`src/rtl/scl_div_pkg.sv`:
```
package scl_div_pkg;
    typedef enum logic {
        PH_LOW  = 1'b0,
        PH_HIGH = 1'b1
    } scl_phase_e;

    typedef struct packed {
        logic run;
    } top_state_t;
endpackage

```
`src/rtl/scl_div_cfg.sv`:
```
module scl_div_cfg #(
    parameter int DIV_W = 8
) (
    input  logic             clk,
    input  logic             rst_n,
    input  logic             run,
    input  logic             wr_en,
    input  logic [DIV_W-1:0] wr_data,
    input  logic             period_end,
    output logic [DIV_W-1:0] active_o
);
    typedef struct packed {
        logic [DIV_W-1:0] active;
        logic [DIV_W-1:0] pend;
        logic             pend_vld;
    } cfg_state_t;

    cfg_state_t q, d;

    always_comb begin
        d = q;
        // a pending value moves in at a period boundary or once idle
        if ((!run || period_end) && q.pend_vld) begin
            d.active   = q.pend;
            d.pend_vld = 1'b0;
        end
        if (wr_en) begin
            if (!run) begin
                d.active   = wr_data;
                d.pend_vld = 1'b0;
            end else begin
                d.pend     = wr_data;
                d.pend_vld = 1'b1;
            end
        end
    end

    always_ff @(posedge clk or negedge rst_n) begin
        if (!rst_n) q <= '0;
        else        q <= d;
    end

    assign active_o = q.active;

    p_hold_mid_period_r7: assert property (@(posedge clk) disable iff (!rst_n)
        (run && !period_end) |=> $stable(active_o));
    p_idle_write_r8: assert property (@(posedge clk) disable iff (!rst_n)
        (!run && wr_en) |=> (active_o == $past(wr_data)));
endmodule

```
`src/rtl/scl_prescale.sv`:
```
module scl_prescale #(
    parameter int PRE_W = 2
) (
    input  logic             clk,
    input  logic             rst_n,
    input  logic             run,
    input  logic [PRE_W-1:0] pre,
    output logic             ce
);
    typedef struct packed {
        logic [PRE_W-1:0] cnt;
    } pre_state_t;

    pre_state_t q, d;

    always_comb begin
        ce = run && (q.cnt == pre);
        d  = q;
        if (!run || ce) d.cnt = '0;
        else            d.cnt = q.cnt + 1'b1;
    end

    always_ff @(posedge clk or negedge rst_n) begin
        if (!rst_n) q <= '0;
        else        q <= d;
    end

    p_pre_bound_r2: assert property (@(posedge clk) disable iff (!rst_n)
        run |-> (q.cnt <= pre));
endmodule

```
`src/rtl/scl_phase.sv`:
```
module scl_phase
    import scl_div_pkg::*;
#(
    parameter int GATE_W    = 6,
    parameter int CNT_W     = 9,
    parameter int HALF_BASE = 10,
    parameter int HALF_STEP = 4
) (
    input  logic              clk,
    input  logic              rst_n,
    input  logic              run,
    input  logic              ce,
    input  logic [GATE_W-1:0] gate,
    input  logic              scl_in,
    output logic              lo_en,
    output logic              hi_en,
    output logic              qtr_tick,
    output logic              period_end
);
    typedef struct packed {
        scl_phase_e       phase;
        logic [CNT_W-1:0] cnt;
    } ph_state_t;

    ph_state_t        q, d;
    logic [CNT_W-1:0] half_last;
    logic [CNT_W-1:0] mid_last;
    logic             stall;
    logic             adv;
    logic             wrap;

    always_comb begin
        half_last  = CNT_W'(HALF_STEP) * CNT_W'(gate) + CNT_W'(HALF_BASE - 1);
        mid_last   = half_last >> 1;
        stall      = (q.phase == PH_HIGH) && !scl_in;
        adv        = run && ce && !stall;
        wrap       = adv && (q.cnt == half_last);
        qtr_tick   = adv && (q.cnt == mid_last);
        period_end = wrap && (q.phase == PH_HIGH);
        lo_en      = run && (q.phase == PH_LOW);
        hi_en      = run && (q.phase == PH_HIGH);

        d = q;
        if (!run) begin
            d.phase = PH_LOW;
            d.cnt   = '0;
        end else if (wrap) begin
            d.phase = (q.phase == PH_LOW) ? PH_HIGH : PH_LOW;
            d.cnt   = '0;
        end else if (adv) begin
            d.cnt   = q.cnt + 1'b1;
        end
    end

    always_ff @(posedge clk or negedge rst_n) begin
        if (!rst_n) q <= '{phase: PH_LOW, cnt: '0};
        else        q <= d;
    end

    p_cnt_bound_r3: assert property (@(posedge clk) disable iff (!rst_n)
        run |-> (q.cnt <= half_last));
    p_stretch_hold_r6: assert property (@(posedge clk) disable iff (!rst_n)
        (run && q.phase == PH_HIGH && !scl_in) |=> (!run || $stable(q.cnt)));
    p_low_advances_r10: assert property (@(posedge clk) disable iff (!rst_n)
        (run && q.phase == PH_LOW && ce) |=> (!run || !$stable(q.cnt)));
endmodule

```
`src/rtl/scl_clkdiv.sv`:
```
module scl_clkdiv
    import scl_div_pkg::*;
#(
    parameter int PRE_W     = 2,
    parameter int GATE_W    = 6,
    parameter int HALF_BASE = 10,
    parameter int HALF_STEP = 4
) (
    input  logic                      clk,
    input  logic                      rst_n,
    input  logic                      busy_i,
    input  logic                      div_we,
    input  logic [PRE_W+GATE_W-1:0]   div_wdata,
    input  logic                      scl_in,
    output logic [PRE_W+GATE_W-1:0]   div_o,
    output logic                      scl_lo_en,
    output logic                      scl_hi_en,
    output logic                      qtr_tick
);
    localparam int DIV_W    = PRE_W + GATE_W;
    localparam int HALF_MAX = HALF_STEP * ((1 << GATE_W) - 1) + HALF_BASE;
    localparam int CNT_W    = $clog2(HALF_MAX + 1);

    top_state_t       q, d;
    logic [DIV_W-1:0] active;
    logic             ce;
    logic             period_end;

    always_comb begin
        d     = q;
        d.run = busy_i;
    end

    always_ff @(posedge clk or negedge rst_n) begin
        if (!rst_n) q <= '0;
        else        q <= d;
    end

    scl_div_cfg #(.DIV_W(DIV_W)) u_cfg (
        .clk        (clk),
        .rst_n      (rst_n),
        .run        (q.run),
        .wr_en      (div_we),
        .wr_data    (div_wdata),
        .period_end (period_end),
        .active_o   (active)
    );

    scl_prescale #(.PRE_W(PRE_W)) u_pre (
        .clk   (clk),
        .rst_n (rst_n),
        .run   (q.run),
        .pre   (active[PRE_W-1:0]),
        .ce    (ce)
    );

    scl_phase #(
        .GATE_W    (GATE_W),
        .CNT_W     (CNT_W),
        .HALF_BASE (HALF_BASE),
        .HALF_STEP (HALF_STEP)
    ) u_phase (
        .clk        (clk),
        .rst_n      (rst_n),
        .run        (q.run),
        .ce         (ce),
        .gate       (active[DIV_W-1:PRE_W]),
        .scl_in     (scl_in),
        .lo_en      (scl_lo_en),
        .hi_en      (scl_hi_en),
        .qtr_tick   (qtr_tick),
        .period_end (period_end)
    );

    assign div_o = active;

    p_idle_quiet_r9: assert property (@(posedge clk) disable iff (!rst_n)
        !q.run |-> !(scl_lo_en || scl_hi_en || qtr_tick));
    p_start_low_r9: assert property (@(posedge clk) disable iff (!rst_n)
        $rose(q.run) |-> scl_lo_en);
endmodule

```
`config.mk`:
```
export PLATFORM = sky130hd
export DESIGN_NAME = scl_clkdiv
export DESIGN_NICKNAME = d
export VERILOG_FILES = /design/src/rtl/scl_div_pkg.sv /design/src/rtl/scl_div_cfg.sv /design/src/rtl/scl_prescale.sv /design/src/rtl/scl_phase.sv /design/src/rtl/scl_clkdiv.sv
export SDC_FILE = /design/constraint.sdc
export NUM_CORES = 1
export LEC_CHECK = 0
export ABC_AREA = 1
export BUFFER_PORTS_ARGS = -buffer_cell sky130_fd_sc_hd__buf_2
export CORE_AREA = 2 2 64 66
export CTS_CLUSTER_SIZE = 25
export DETAILED_ROUTE_END_ITERATION = 10
export DIE_AREA = 0 0 66 68
export PLACE_DENSITY = 0.69
export SLEW_MARGIN = 25
export SYNTH_ARGS = -nofsm -noshare
export SYNTH_HDL_FRONTEND = slang
export SYNTH_SLANG_ARGS = --single-unit
```
`constraint.sdc`:
```
create_clock -name clk -period 2.1 [get_ports clk]
set_input_delay 0.315 -clock clk [delete_from_list [all_inputs] [get_ports clk]]
set_output_delay 0.315 -clock clk [all_outputs]
set_load 0.01 [all_outputs]
```
==> results of run 1 <==
[registers in the layout, indices dropped and copies added, names as in the netlist]
| signal | cells |
|---|---|
| u_phase.q | 10 |
| u_cfg.active_o | 8 |
| u_pre.q | 2 |
| u_cfg.q | 9 |
| q | 1 |
[layer usage]
layer	vias to the layer above	part of all wire (%)	global-route usage [%]
met3	8	4.6	5.099
met1	690	47	26.38
met5	-	0	0
met2	34	46	29.55
met4	0	1.9	8.929
li1	816	-	-
[power by group through the flow]
stage	registers, µW	logic (µW)	clock network (µW)
floorplan	714	351	0
global placement	728	418	0
detailed placement	731	423	0
CTS	720	427	494
global route	738	520	517
finish	726	449	479
[per-stage QoR]
step | cells | util [%] | power (µW)
4_1_cts | 312 | 53.28 | 1642
3_3_place_gp | 304 | 50.75 | 1146
2_1_floorplan | 240 | - | 1065
3_5_place_dp | 304 | 50.75 | 1154
6_report | 318 | 54.93 | 1653
5_1_grt | 318 | 54.93 | 1776
[worst max-delay path: cells and delay by family, from the launching register on]
kind,cells,cell delay (ps)
AO/OA/AOI/OAI,1,110
buffers and inverters,1,170
adder cells (fa/ha/maj),1,280
flip-flops,1,410
AND/OR/NAND/NOR,3,480
[cells in the mapped netlist, drive strengths merged]
library cell,n,area share (%)
nand3,22,7.2
dfrtp,30,41
inv,41,8.3
o21a,2,0.81
or2,1,0.34
nor4,2,0.68
xnor2,3,1.4
o21ai,15,4.3
nand2,57,12
ha,3,2.0
nor3,4,1.1
nand4,11,4.1
nand3b,1,0.41
a21oi,6,1.8
clkbuf,1,0.20
nor2,15,3.3
xor2,9,4.3
buf,12,5.1
o221ai,1,0.47
clkinv,1,0.20
o22ai,2,0.68
nor3b,1,0.41
[cell families after synthesis]
family                     count (synthesis)  share of synthesized area (%)
adders and majority gates                  3                          2.031
and+or+nand+nor                          114                          29.72
AOI/OAI and AO/OA                         26                          8.056
buffers and inverters                     55                          13.88
DFF                                       30                          40.62
xor gates and xnor gates                  12                          5.688
[area by class of cell]
type                       count  area, µm²  area share, %
inverter                      42      157.7          7.442
clock inverter                 1      5.005         0.2363
timing repair buffer          31      175.2          8.269
clock buffer                   7      86.33          4.076
sequential                    30      750.7          35.44
tap                           50      62.56          2.953
multi-input combinational    157      880.8          41.58
[final timing paths]
check                             startpoint                 to  slack (ps)
max                        u_cfg.active_o[3]           qtr_tick          40
min                                    rst_n         u_cfg.q[6]          50
max reg2reg                u_cfg.active_o[3]  u_cfg.active_o[7]         200
min reg2reg                       u_cfg.q[3]         u_cfg.q[3]         490
max in group asynchronous              rst_n         u_cfg.q[1]        1600
min in group clk                      busy_i                  q         140
[repair_timing]
action                     CTS  global route
resized for setup            1             4
setup endpoints to repair    1             9
setup buffers                0             4
pin swaps                    1             2
hold endpoints to repair     0             0
cloned                       0             2
==> results.cfg, run 1 <==
[global_route]
overflow = 0
grt_antenna_before_repair = 0
grt_max_degree = 31
grt_pass1_wl_um = 6506
track_usage_pct = 19.53
grt_pass1_vias = 1433

[cts]
htreeDepth = 2
root_buffer = clkbuf_8
cts_inserted_buffers = 5
clk_pin_slew_worst_paths_ps = 70
cts_hold_buf = 0
clkLatencyLatePin_ps = 280
cts_tree = done
clockBufferDepth = 2
cts.sinks = 30

[synth]
synth_nets = 256
ys_seq_area_share_pct = 40.62
synth_cells = 240
synth_area_mm2 = 0.001848
synth-seq-cells = 30
ys_types = 33
syn-mean-instance-area_um2 = 7.700
synth_warnings = 0

[timing]
final.setup_skew_ps = 5.495
finalCriticalPeriod_ps = 2057
relSlewSlack_pct = 55.46
worst_pin_slew_ps = 668.2
hold_ws_ps = 53.07
finalSetupViolations = 0
final_max_slew_viol_count = 0
tns_ps = 0
layout_setup_ws_ps = 43.50
hold_viol_final = 0
timing.final.crit_share_pct = 97.93
rsz0062_at_grt = true
max_freq_ghz = 0.4863

[final_layout]
final_area_mm2 = 0.002118
drive_gt1_share_pct = 20.90
antenna_cells = 0
areaGrowthSynthToFinish_pct = 14.62
layout_commonest_cell = nand2_1
final_nets = 283
final_cell_mix = nand2_1, inv_1, dfrtp_1
nFillCells = 382

[route]
wl_per_cell_um = 12.12
drc = 0
drt-pass1-iter-count = 4
drtIter0Drc = 82
ant_nets = 0
vias_per_cell = 4.868
wirelength_um = 3855
vias = 1548

[setup_path]
critical_path.endpoint_type = primary output
required_ps = 1780
r2r_cells = 13
cpPeakStageDelay_ps = 410
cp-start-kind = register
criticalPathCategory = reg -> out
slowest_stage = dfrtp_1
crit_chain = ha_4 > o221ai_1 > nor3_1 > nand3_1 > nor4_2 > buf_2
crit_arrival_ps = 1740
critical_path.max_fanout = 3

[pwr]
powerDensity_mw_per_mm2 = 780.5
total_leakage_power_uw = 0.001083
p_seq_share_pct = 43.9
power.clock.fraction_pct = 28.9
ir_worst_vdd_uv = 450.1
switching_share_pct = 33.44
p_sw_uw = 552.9
p_int_uw = 1101
p_comb_share_pct = 27.2

[floorplan]
num_rows = 23
die_h_um = 68
start_util_pct = 47.92
ios = 24
die_x_um = 66
die_area_mm2 = 0.004488
core-area_mm2 = 0.003856

[placement]
io_buffers = 23
post-place-ws_ps = 179.4
gp_congestion = 0.8704
hpwl_um = 2737
placed_area_mm2 = 0.001957

[outcome]
outcome = finished, final reports clean

[run]
drv_cap = 0

[min_path]
hold_class = in -> async
Note: power is estimated with default switching activity, not from simulation.
==> run 2, diff against run 1 <==
Settings changed: CORE_AREA 2 2 64 66 to 8 8 70 72, DIE_AREA 0 0 66 68 to 0 0 78 80.
==> results.cfg, run 2 (synthesis results as in run 1) <==
[outcome]
outcome = finished, final reports clean

[cts]
clockBufferDepth = 2
htreeDepth = 2
cts_tree = done
cts.sinks = 30
clkLatencyLatePin_ps = 280
clk_pin_slew_worst_paths_ps = 60
cts_hold_buf = 0
cts_inserted_buffers = 5
root_buffer = clkbuf_8

[placement]
gp_congestion = 0.9472
io_buffers = 23
placed_area_mm2 = 0.001957
hpwl_um = 2869

[global_route]
grt_pass1_vias = 1546
grt_antenna_before_repair = 0
grt_max_degree = 31
overflow = 0
grt_pass1_wl_um = 6810
track_usage_pct = 13.40

[setup_path]
crit_buf_inv = 1
cp-start-kind = register
critical_path.endpoint_type = primary output
slowest_stage = dfrtp_1
critPathMostFrequentCell = nand2_1
r2r_setup_slack_ps = 140
required_ps = 1780
criticalPathCategory = reg -> out
crit_arrival_ps = 1680
cpPeakStageDelay_ps = 410
critical_path.top_delay_family = simple AND/OR/NAND/NOR gates
cp_num_cells = 7
crit_chain = ha_4 > nand3_1 > nand2_1 > nand2_1 > xor2_1 > nor4_2 > buf_2
r2r_cells = 13
critical_path.max_fanout = 5
crit_start = u_cfg.active_o[4]
r2r-start = u_cfg.active_o[4]

[final_layout]
drive_gt1_share_pct = 20.38
antenna_cells = 0
largest-register = u_phase.q
areaGrowthSynthToFinish_pct = 14.29
final_nets = 280
final_area_mm2 = 0.002112
final_cell_mix = nand2_1, inv_1, dfrtp_1
largest_register_ff_count = 10
layout_commonest_cell = nand2_1

[min_path]
hold_class = in -> async

[route]
wirelength_um = 3945
vias_per_cell = 4.946
wl_per_cell_um = 12.52
ant_nets = 0
drt-pass1-iter-count = 4
drc = 0
vias = 1558
drtIter0Drc = 65

[timing]
hold_viol_final = 0
final_max_slew_viol_count = 0
finalSetupViolations = 0
relSlewSlack_pct = 54.89
final.setup_skew_ps = 6.081
timing.final.crit_share_pct = 95.11
hold_ws_ps = 69.32
finalCriticalPeriod_ps = 1997
max_freq_ghz = 0.5007
worst_pin_slew_ps = 676.6

[floorplan]
die_h_um = 80
core-area_mm2 = 0.003856
num_rows = 23
die_area_mm2 = 0.006240
ios = 24
start_util_pct = 47.92
die_x_um = 78

[run]
drv_cap = 0

[pwr]
total_leakage_power_uw = 0.001077
powerDensity_mw_per_mm2 = 784.5
ir_worst_vdd_uv = 516.0
[run 2: cell types whose count changed in the layout (fill, tap and decap cells not counted), sizes merged]
cell and delta:
buf -1, nand3 -1, nand2 -1
[run 2: what timing repair did]
action | CTS | global route
gates resized for setup | 2 | 4
setup endpoints to repair | 1 | 9
hold endpoints to repair | 0 | 0
pin swaps | 5 | 3
buffers inserted | 0 | 3
[run 2: power breakdown]
part | leakage [µW] | internal (µW) | total, µW | switching [µW]
registers | 0.000382 | 648 | 725 | 77.4
logic | 0.000647 | 187 | 449 | 263
clock network | 0.0000482 | 264 | 482 | 218
total | 0.00108 | 1100 | 1660 | 558
[run 2: final cells by class]
cell class | count | area, µm²
clock inverter | 1 | 5.005
tap | 50 | 62.56
sequential | 30 | 750.7
clock buffer | 7 | 86.33
multi-input combinational | 155 | 882.1
fill | 376 | 1744
timing repair buffer | 30 | 167.7
inverter | 42 | 157.7
[run 2: per-stage QoR]
| step | power [µW] | setup TNS [ps] | instances | util [%] | setup WS [ps] |
|---|---|---|---|---|---|
| 2_1_floorplan | 1065 | 0 | 240 | - | 257.4 |
| 3_3_place_gp | 1149 | 0 | 304 | 50.75 | 167.0 |
| 3_5_place_dp | 1160 | 0 | 304 | 50.75 | 85.08 |
| 4_1_cts | 1660 | -49.26 | 312 | 53.60 | -49.26 |
| 5_1_grt | 1766 | -28.88 | 315 | 54.77 | -26.13 |
| 6_report | 1657 | 0 | 315 | 54.77 | 102.8 |
[run 2: worst paths after layout]
check / end
max in group asynchronous: u_pre.q[1]
min reg2reg: u_cfg.q[3]
min in group clk: q
max: qtr_tick
max reg2reg: u_cfg.active_o[0]
min: u_cfg.q[6]
[run 2: routing by layer]
metal  vias to the layer above  wire, µm  GRT usage (%)
met1                       726      1934          16.50
li1                        805         -              -
met5                         -         0              0
met3                         7        85          3.041
met2                        20      1873          22.14
met4                         0        52          5.556
[run 2: worst reg2reg max path: stages, from the launching register on]
cell     delay [ps]
dfrtp_1         420
ha_4            290
inv_1            50
a21oi_1         110
nand2_1          60
nor2_1           90
nand2_1          50
nor2_1          110
nand3_2         130
nand2_8         130
buf_4           140
nand4_1          80
nand3_1         100
o21ai_1          70
==> run 3, diff against run 2 <==
==> constraint.sdc (replaced) <==
create_clock -name clk -period 2.1 [get_ports clk]
set_input_delay 0.105 -clock clk [delete_from_list [all_inputs] [get_ports clk]]
set_output_delay 0.105 -clock clk [all_outputs]
set_load 0.1 [all_outputs]
==> results.cfg, run 3 (synthesis results as in run 1) <==
[floorplan]
start_util_pct = 47.92
die_x_um = 78
num_rows = 23
ios = 24
die_area_mm2 = 0.006240
die_h_um = 80
core-area_mm2 = 0.003856

[cts]
htreeDepth = 2
root_buffer = clkbuf_8
cts_tree = done
cts.sinks = 30
clk_pin_slew_worst_paths_ps = 70
clockBufferDepth = 2
clkLatencyLatePin_ps = 290
cts_inserted_buffers = 5

[final_layout]
largest_register_ff_count = 10
antenna_cells = 0
final_cell_mix = nand2_1, inv_1, dfrtp_1
drive_gt1_share_pct = 23.25
largest-register = u_phase.q
layout_commonest_cell = nand2_1
areaGrowthSynthToFinish_pct = 20.31
final_util_pct = 57.66
final_nets = 286
nFillCells = 366

[timing]
timing.final.crit_share_pct = 96.68
layout_setup_ws_ps = 69.76
final.setup_skew_ps = 5.903
worst_pin_slew_ps = 695.4
finalCriticalPeriod_ps = 2030
max_freq_ghz = 0.4926
final_max_slew_viol_count = 0
relSlewSlack_pct = 53.64
finalSetupViolations = 0
hold_viol_final = 0

[setup_path]
crit_arrival_ps = 1930
critical_path.top_delay_family = simple AND/OR/NAND/NOR gates
crit_chain = ha_4 > inv_1 > o22ai_1 > nor3_2 > nand3_2 > nor4_4 > buf_12
slowest_stage = dfrtp_1
critical_path.max_fanout = 3
cpPeakStageDelay_ps = 410
cp_num_cells = 7
r2r_cells = 13
cp-start-kind = register
crit_buf_inv = 2
critical_path.endpoint_type = primary output
criticalPathCategory = reg -> out
required_ps = 2000

[global_route]
overflow = 0
grt_max_degree = 31
track_usage_pct = 13.81
grt_antenna_before_repair = 0
grt_pass1_vias = 1555
grt_pass1_wl_um = 6962

[placement]
hpwl_um = 2880
gp_congestion = 0.9293
io_buffers = 23
post-place-ws_ps = 107.5

[outcome]
outcome = finished, final reports clean

[min_path]
min_path_cells = 3
hold_class = in -> reg

[route]
drtIter0Drc = 112
drt-pass1-iter-count = 4
vias = 1597
wl_per_cell_um = 12.73
drc = 0
wirelength_um = 4085
ant_nets = 0
vias_per_cell = 4.975

[pwr]
total_leakage_power_uw = 0.001108
powerDensity_mw_per_mm2 = 862.9
power_uw = 1919
ir_worst_vdd_uv = 437.8

[run]
drv_cap = 0
run 3: changes by cell type in the layout (fill, tap and decap cells not counted), moves of 2 or more:
cell           change
dlygate4sd3_1      +2
buf_12             +2
buf_4              +2
nor2_1             -2
nand3_2            +2
run 3: layout make-up:
type | count | area [µm²] | area share, %
multi-input combinational | 156 | 919.6 | 41.36
inverter | 42 | 157.7 | 7.091
sequential | 30 | 750.7 | 33.76
clock inverter | 2 | 12.51 | 0.5627
clock buffer | 6 | 82.58 | 3.714
timing repair buffer | 35 | 237.7 | 10.69
tap | 50 | 62.56 | 2.814
run 3: tightest hold or removal path, cell delays in order:
cell and delay (ps):
buf_2 90, inv_1 60, o21ai_1 60
run 3: power by group:
group / switching (µW) / total (µW) / leakage [µW] / internal, µW
registers: 77.4 / 725 / 0.000382 / 648
clock network: 233 / 496 / 0.0000472 / 263
logic: 492 / 697 / 0.000679 / 205
total: 803 / 1920 / 0.00111 / 1120
run 3: repair_timing:
item / in CTS / in global routing
endpoints found under the hold margin: 31 / 0
endpoints found under the setup margin: 0 / 10
setup buffers: 0 / 6
resized for setup: 0 / 9
hold buffers: 2 / 0
run 3: worst paths after layout:
kind / start / end / slack, ps
hold / removal: div_wdata[3] / u_cfg.active_o[3] / 80
setup reg to reg: u_cfg.active_o[3] / u_cfg.active_o[0] / 140
hold reg to reg: u_pre.q[0] / u_pre.q[0] / 490
max in group asynchronous: rst_n / u_cfg.q[4] / 1260
min in group asynchronous: rst_n / u_phase.q[1] / 400
setup / recovery: u_cfg.active_o[4] / qtr_tick / 70
run 3: per-stage QoR:
| step | hold slack [ps] | cell area [µm²] | setup TNS (ps) | cells |
|---|---|---|---|---|
| floorplan | -190.6 | 1871 | -207.7 | 240 |
| global placement | 175.6 | 1994 | 0 | 304 |
| detailed placement | 189.9 | 1994 | 0 | 304 |
| CTS | 73.83 | 2110 | 0 | 314 |
| global route | 94.19 | 2223 | -37.71 | 321 |
| finish | 77.57 | 2223 | 0 | 321 |
run 3: routing by layer:
metal | vias up | global-route usage (%) | wire length, µm
li1 | 820 | - | -
met1 | 730 | 16.49 | 1856
met2 | 36 | 22.39 | 1948
met3 | 11 | 4.279 | 185
met4 | 0 | 6.111 | 94
met5 | - | 0 | 0
